===== src/rtl/fu_pkg.sv =====
package fu_pkg;
  typedef enum logic [1:0] {
    OP_POW  = 2'b00,
    OP_ADD  = 2'b01,
    OP_OR   = 2'b10,
    OP_PASS = 2'b11
  } fu_op_e;

  typedef enum logic {
    ST_IDLE = 1'b0,
    ST_BUSY = 1'b1
  } fu_state_e;
endpackage


===== src/rtl/fu_quick_alu.sv =====
module fu_quick_alu #(
  parameter int W = 8
) (
  input  logic [1:0]   op,
  input  logic [W-1:0] a,
  input  logic [W-1:0] b,
  output logic [W-1:0] y
);
  import fu_pkg::*;

  logic [W-1:0] sum_v;
  logic [W-1:0] or_v;

  assign sum_v = a + b;

  for (genvar i = 0; i < W; i++) begin : g_or
    assign or_v[i] = a[i] | b[i];
  end

  always_comb begin
    unique case (fu_op_e'(op))
      OP_ADD:  y = sum_v;
      OP_OR:   y = or_v;
      OP_PASS: y = a;
      default: y = '0;
    endcase
  end
endmodule


===== src/rtl/fu_pow_dp.sv =====
module fu_pow_dp #(
  parameter int W = 8
) (
  input  logic          clk,
  input  logic          rst_n,
  input  logic          load,
  input  logic          step,
  input  logic [W-1:0]  a,
  input  logic [W-1:0]  b,
  output logic [W-1:0]  acc,
  output logic [W-2:0]  cnt,
  output logic          cnt_zero
);
  localparam int EW = W - 1;
  localparam logic [W-1:0]  ACC_ONE = W'(1);
  localparam logic [EW-1:0] CNT_ONE = EW'(1);

  logic [W-1:0]  acc_q,  acc_d;
  logic [W-1:0]  base_q, base_d;
  logic [EW-1:0] cnt_q,  cnt_d;
  logic          en;

  assign en = load | step;

  always_comb begin
    acc_d  = acc_q;
    base_d = base_q;
    cnt_d  = cnt_q;
    if (load) begin
      acc_d  = ACC_ONE;
      base_d = a;
      cnt_d  = b[EW-1:0];
    end else if (step) begin
      acc_d  = acc_q * base_q;
      cnt_d  = cnt_q - CNT_ONE;
    end
  end

  always_ff @(posedge clk or negedge rst_n) begin
    if (!rst_n) begin
      acc_q  <= '0;
      base_q <= '0;
      cnt_q  <= '0;
    end else if (en) begin
      acc_q  <= acc_d;
      base_q <= base_d;
      cnt_q  <= cnt_d;
    end
  end

  assign acc      = acc_q;
  assign cnt      = cnt_q;
  assign cnt_zero = (cnt_q == '0);
endmodule


===== src/rtl/fu_ctrl.sv =====
module fu_ctrl (
  input  logic       clk,
  input  logic       rst_n,
  input  logic       start,
  input  logic [1:0] op,
  input  logic       cnt_zero,
  output logic       busy,
  output logic       fast_fire,
  output logic       pow_load,
  output logic       pow_step,
  output logic       pow_finish
);
  import fu_pkg::*;

  fu_state_e state_q, state_d;
  logic      accept;

  assign busy       = (state_q == ST_BUSY);
  assign accept     = (state_q == ST_IDLE) && start;
  assign fast_fire  = accept && (fu_op_e'(op) != OP_POW);
  assign pow_load   = accept && (fu_op_e'(op) == OP_POW);
  assign pow_step   = busy && !cnt_zero;
  assign pow_finish = busy && cnt_zero;

  always_comb begin
    state_d = state_q;
    unique case (state_q)
      ST_IDLE: if (pow_load)   state_d = ST_BUSY;
      ST_BUSY: if (pow_finish) state_d = ST_IDLE;
      default: state_d = ST_IDLE;
    endcase
  end

  always_ff @(posedge clk or negedge rst_n) begin
    if (!rst_n) state_q <= ST_IDLE;
    else        state_q <= state_d;
  end
endmodule


===== src/rtl/fu_top.sv =====
module fu_top #(
  parameter int W = 8
) (
  input  logic         clk,
  input  logic         rst_n,
  input  logic         start,
  input  logic [1:0]   op,
  input  logic [W-1:0] a,
  input  logic [W-1:0] b,
  output logic [W-1:0] result,
  output logic         done
);
  logic         busy;
  logic         fast_fire;
  logic         pow_load;
  logic         pow_step;
  logic         pow_finish;
  logic         cnt_zero;
  logic [W-2:0] pow_cnt;
  logic [W-1:0] pow_acc;
  logic [W-1:0] quick_y;

  logic [W-1:0] result_q, result_d;
  logic         done_q,   done_d;

  fu_ctrl u_ctrl (
    .clk        (clk),
    .rst_n      (rst_n),
    .start      (start),
    .op         (op),
    .cnt_zero   (cnt_zero),
    .busy       (busy),
    .fast_fire  (fast_fire),
    .pow_load   (pow_load),
    .pow_step   (pow_step),
    .pow_finish (pow_finish)
  );

  fu_pow_dp #(.W(W)) u_pow (
    .clk      (clk),
    .rst_n    (rst_n),
    .load     (pow_load),
    .step     (pow_step),
    .a        (a),
    .b        (b),
    .acc      (pow_acc),
    .cnt      (pow_cnt),
    .cnt_zero (cnt_zero)
  );

  fu_quick_alu #(.W(W)) u_quick (
    .op (op),
    .a  (a),
    .b  (b),
    .y  (quick_y)
  );

  always_comb begin
    result_d = result_q;
    done_d   = 1'b0;
    if (fast_fire) begin
      result_d = quick_y;
      done_d   = 1'b1;
    end else if (pow_finish) begin
      result_d = pow_acc;
      done_d   = 1'b1;
    end
  end

  always_ff @(posedge clk or negedge rst_n) begin
    if (!rst_n) begin
      result_q <= '0;
      done_q   <= 1'b0;
    end else begin
      done_q <= done_d;
      if (done_d) result_q <= result_d;
    end
  end

  assign result = result_q;
  assign done   = done_q;
endmodule


===== config.mk =====
export PLATFORM = sky130hd
export DESIGN_NAME = fu_top
export DESIGN_NICKNAME = d
export VERILOG_FILES = /design/src/rtl/fu_pkg.sv /design/src/rtl/fu_quick_alu.sv /design/src/rtl/fu_pow_dp.sv /design/src/rtl/fu_ctrl.sv /design/src/rtl/fu_top.sv
export SDC_FILE = /design/constraint.sdc
export NUM_CORES = 1
export LEC_CHECK = 0
export ABC_AREA = 1
export BUFFER_PORTS_ARGS = -buffer_cell sky130_fd_sc_hd__buf_2
export CAP_MARGIN = 20
export CORE_ASPECT_RATIO = 1.2
export CORE_MARGIN = 4
export CORE_UTILIZATION = 50
export CTS_CLUSTER_DIAMETER = 150
export DETAILED_ROUTE_END_ITERATION = 8
export GPL_ROUTABILITY_DRIVEN = 0
export PLACE_DENSITY = 0.7
export SYNTH_ARGS = -nofsm -noshare
export SYNTH_HDL_FRONTEND = slang
export SYNTH_HIERARCHICAL = 1
export SYNTH_SLANG_ARGS = --single-unit

===== constraint.sdc =====
create_clock -name clk -period 4.8 [get_ports clk]
set_clock_uncertainty 0.2 [all_clocks]
set_input_delay 0.24 -clock clk [delete_from_list [all_inputs] [get_ports clk]]
set_output_delay 0.24 -clock clk [all_outputs]
set_load 0.05 [all_outputs]

==> impl_metrics.toml <==
[run_status]
status = "complete, no violations"

[detailed_routing]
avgRoutedWirePerCell_microns = 12.78
ant_nets = 0
viasPerCell = 4.989
initialDrtViolationCount = 137
first_pass_iters = 4
drcViolationCount = 0
wl_microns = 7221
via_count = 2819

[synthesis]
ys_ff_latch = 33
syn_inst = 454
yosysTopAreaCell = "dfrtp_1"
syn_nets = 521
synth-async-reset-ratio_pct = 100.0
synth_common_cells = "nand2_1 (139), inv_1 (97), nand3_1 (40), dfrtp_1 (33), ha_1 (33)"
ys_seq_area_share_pct = 25.54
ys_types = 34
synth-edff-count = 0
yosysMostFrequentCell = "nand2_1"
synth.top_cell.area_share_pct = 25.54
synth_flop_cell = "dfrtp_1"
synth.cell_area_sq_um = 3233
yosys_warnings = 6
synth_area_leaders = "dfrtp_1 (26%), nand2_1 (16%), ha_1 (13%), inv_1 (11%), fa_1 (8.0%)"
syn_avg_cell_area_sq_um = 7.121

[floorplanning]
start_util_pct = 52.42
dieArea_sq_um = 7822
die_h_microns = 96.09
num_rows = 31
pin_count = 30
chipWidth_microns = 81.41
coreArea_sq_um = 6167

[setup_path]
critPathLaunchType = "register"
r2r_start = "u_pow/acc[1]"
worstPathArrival_ns = 4.05
critical_path.endpoint_type = "register"
required_ns = 4.83
criticalPathCategory = "register to register"
path_max_fanout = 9
worst-r2r-cell-count = 16
rr_endpoint = "u_pow/acc[7]"
regToRegSetupSlack_ns = 0.79

[power_and_ir_drop]
leakagePower_nw = 2.165
power_density_nw_per_um2 = 379.4
peakVddDrop_mv = 0.2381

[timing]
tightestPinTransition_ns = 0.8922
relSlewSlack_pct = 40.30
layout_min_cycle_time_ns = 4.014
final.setup.tns_ns = 0
hold_viol_final = 0
finalSetupViolCount = 0
finalWorstSetupSlack_ns = 0.7862
fmax_ghz = 0.2491
period_share_pct = 83.62
slew_viol_final = 0
rsz0062_at_grt = "false"

[min_path]
worstHoldPathType = "input port to register"
worstHoldPathCells = 3
holdCritStartpoint = "a[4]"
hold_end = "u_pow/base_q[4]"

[placed_design]
preCtsSetupSlack_ns = 0.8064
dp_hpwl_microns = 5888
port_buffers = 29

[global_routing]
grt_max_degree = 34
first_global_vias = 2838
grt_first_pass_wirelength_microns = 12510
antenna_found_initial = 0
grt_overflow_total = 0
grtUsageTotal_pct = 20.89

[clocking]
ctsResizeCount = 0
cts_inserted_buffers = 5
clkLatencyLatePin_ns = 0.29
h-tree-depth = 2
cts_sinks = 33
clockBufferDepth = 2
cts_hold_buffers = 3
cts_root_buf = "clkbuf_8"
cts_tree = "done"
clk_pin_slew_worst_paths_ns = 0.08
cts_setup_buffers = 0

[layout]
multi_input_area_sq_um = 1916
fill_cells = 557
n_antenna_cell = 0
drive_above_1_share_pct = 13.66
nets = 549
ff_latch_area_sq_um = 825.8
area_growth_pct = 10.10

[job]
max_cap_violations = 0
## layout by cell type (no fill, tap or decap)
cell type / n
xnor2_1: 4
nor2_2: 2
a21oi_1: 7
dfrtp_1: 33
clkinv_1: 2
ha_1: 33
o21bai_1: 1
o22ai_1: 4
a22o_2: 1
fa_1: 13
nor2_8: 2
xor2_1: 2
nand3_2: 2
a31oi_1: 1
o311ai_1: 1
nand2_2: 13
o21ai_0: 5
inv_1: 97
o311ai_0: 1
nor2_1: 15
nand2_1: 139
buf_2: 29
clkbuf_8: 5
nand4_1: 1
o211ai_1: 4
a221o_1: 1
a22o_1: 3
nand3b_1: 2
clkinv_2: 2
bufinv_16: 2
inv_2: 8
nand3_1: 40
dlygate4sd3_1: 3
o221ai_1: 5
## metal layers
| layer | GRT usage [%] | part of all wire (%) | vias up |
|---|---|---|---|
| met5 | 0 | 0 | - |
| met3 | 3.277 | 3.8 | 11 |
| met2 | 37.23 | 50 | 65 |
| li1 | - | - | 1445 |
| met1 | 25.04 | 44 | 1298 |
| met4 | 7.746 | 2.3 | 0 |
## worst max path at each step
| stage | start | end | slack [ns] |
|---|---|---|---|
| finish | u_pow/acc[1] | u_pow/acc[7] | 0.79 |
| CTS | u_pow/acc[1] | u_pow/acc[7] | 0.79 |
| global route | u_pow/acc[1] | u_pow/acc[7] | 0.48 |
| floorplan | u_pow/acc[1] | u_pow/acc[7] | 1.07 |
| detailed placement | u_pow/acc[1] | u_pow/acc[7] | 0.81 |
| global placement | u_pow/acc[1] | u_pow/acc[7] | 0.88 |
## power breakdown
group / leakage, nW / switching [mW] / internal, mW / total (mW)
clock network: 0.0681 / 0.110 / 0.206 / 0.317
registers: 0.429 / 0.105 / 0.374 / 0.479
logic: 1.67 / 0.379 / 0.175 / 0.555
## layout make-up
class / count / area share (%)
Clock inverter: 3 / 1.828
Multi-Input combinational cell: 302 / 53.81
Sequential cell: 33 / 23.20
Tap cell: 82 / 2.882
Clock buffer: 5 / 1.933
Timing Repair Buffer: 32 / 4.921
Inverter: 108 / 11.42
## per-stage QoR
stage               cells  util [%]  instance area (sq um)  power (mW)  hold slack [ns]
floorplan             454         -                   3233      0.9033          -0.2556
global placement      554     55.06                   3396       1.023           0.1521
detailed placement    554     55.06                   3396       1.039           0.1619
CTS                   565     57.72                   3560       1.361          0.01321
global route          565     57.72                   3560       1.454          0.03131
finish                565     57.72                   3560       1.350          0.01567
## registers in the layout, indices dropped and copies added, names as in the netlist
register and count:
result 8, u_pow/base_q 8, done 1, u_pow/acc 8
u_ctrl/busy 1, u_pow/cnt 7
## worst max-delay path, cell delays in order, from the launching register on
cell      delay (ns)
dfrtp_1         0.53
nand2_1         0.13
fa_1            0.46
fa_1            0.54
inv_1           0.06
fa_1            0.47
inv_1           0.05
fa_1            0.52
inv_1           0.04
ha_1            0.31
inv_1           0.08
o21bai_1        0.07
a31oi_1         0.21
inv_1           0.06
nand3_1         0.08
nand3_1         0.07
nand2_1         0.06
## cells by family (layout without fill, tap and decap cells)
group	Yosys count	count (layout)	share of synthesized area, %
XOR/XNOR	6	6	1.625
AND/OR/NAND/NOR	216	216	29.49
adder cells (fa/ha/maj)	46	46	20.82
flip-flops	33	33	25.54
AO/OA/AOI/OAI	34	34	7.314
buffers and inverters	119	148	15.21
Power figures use the tool's default switching activity.
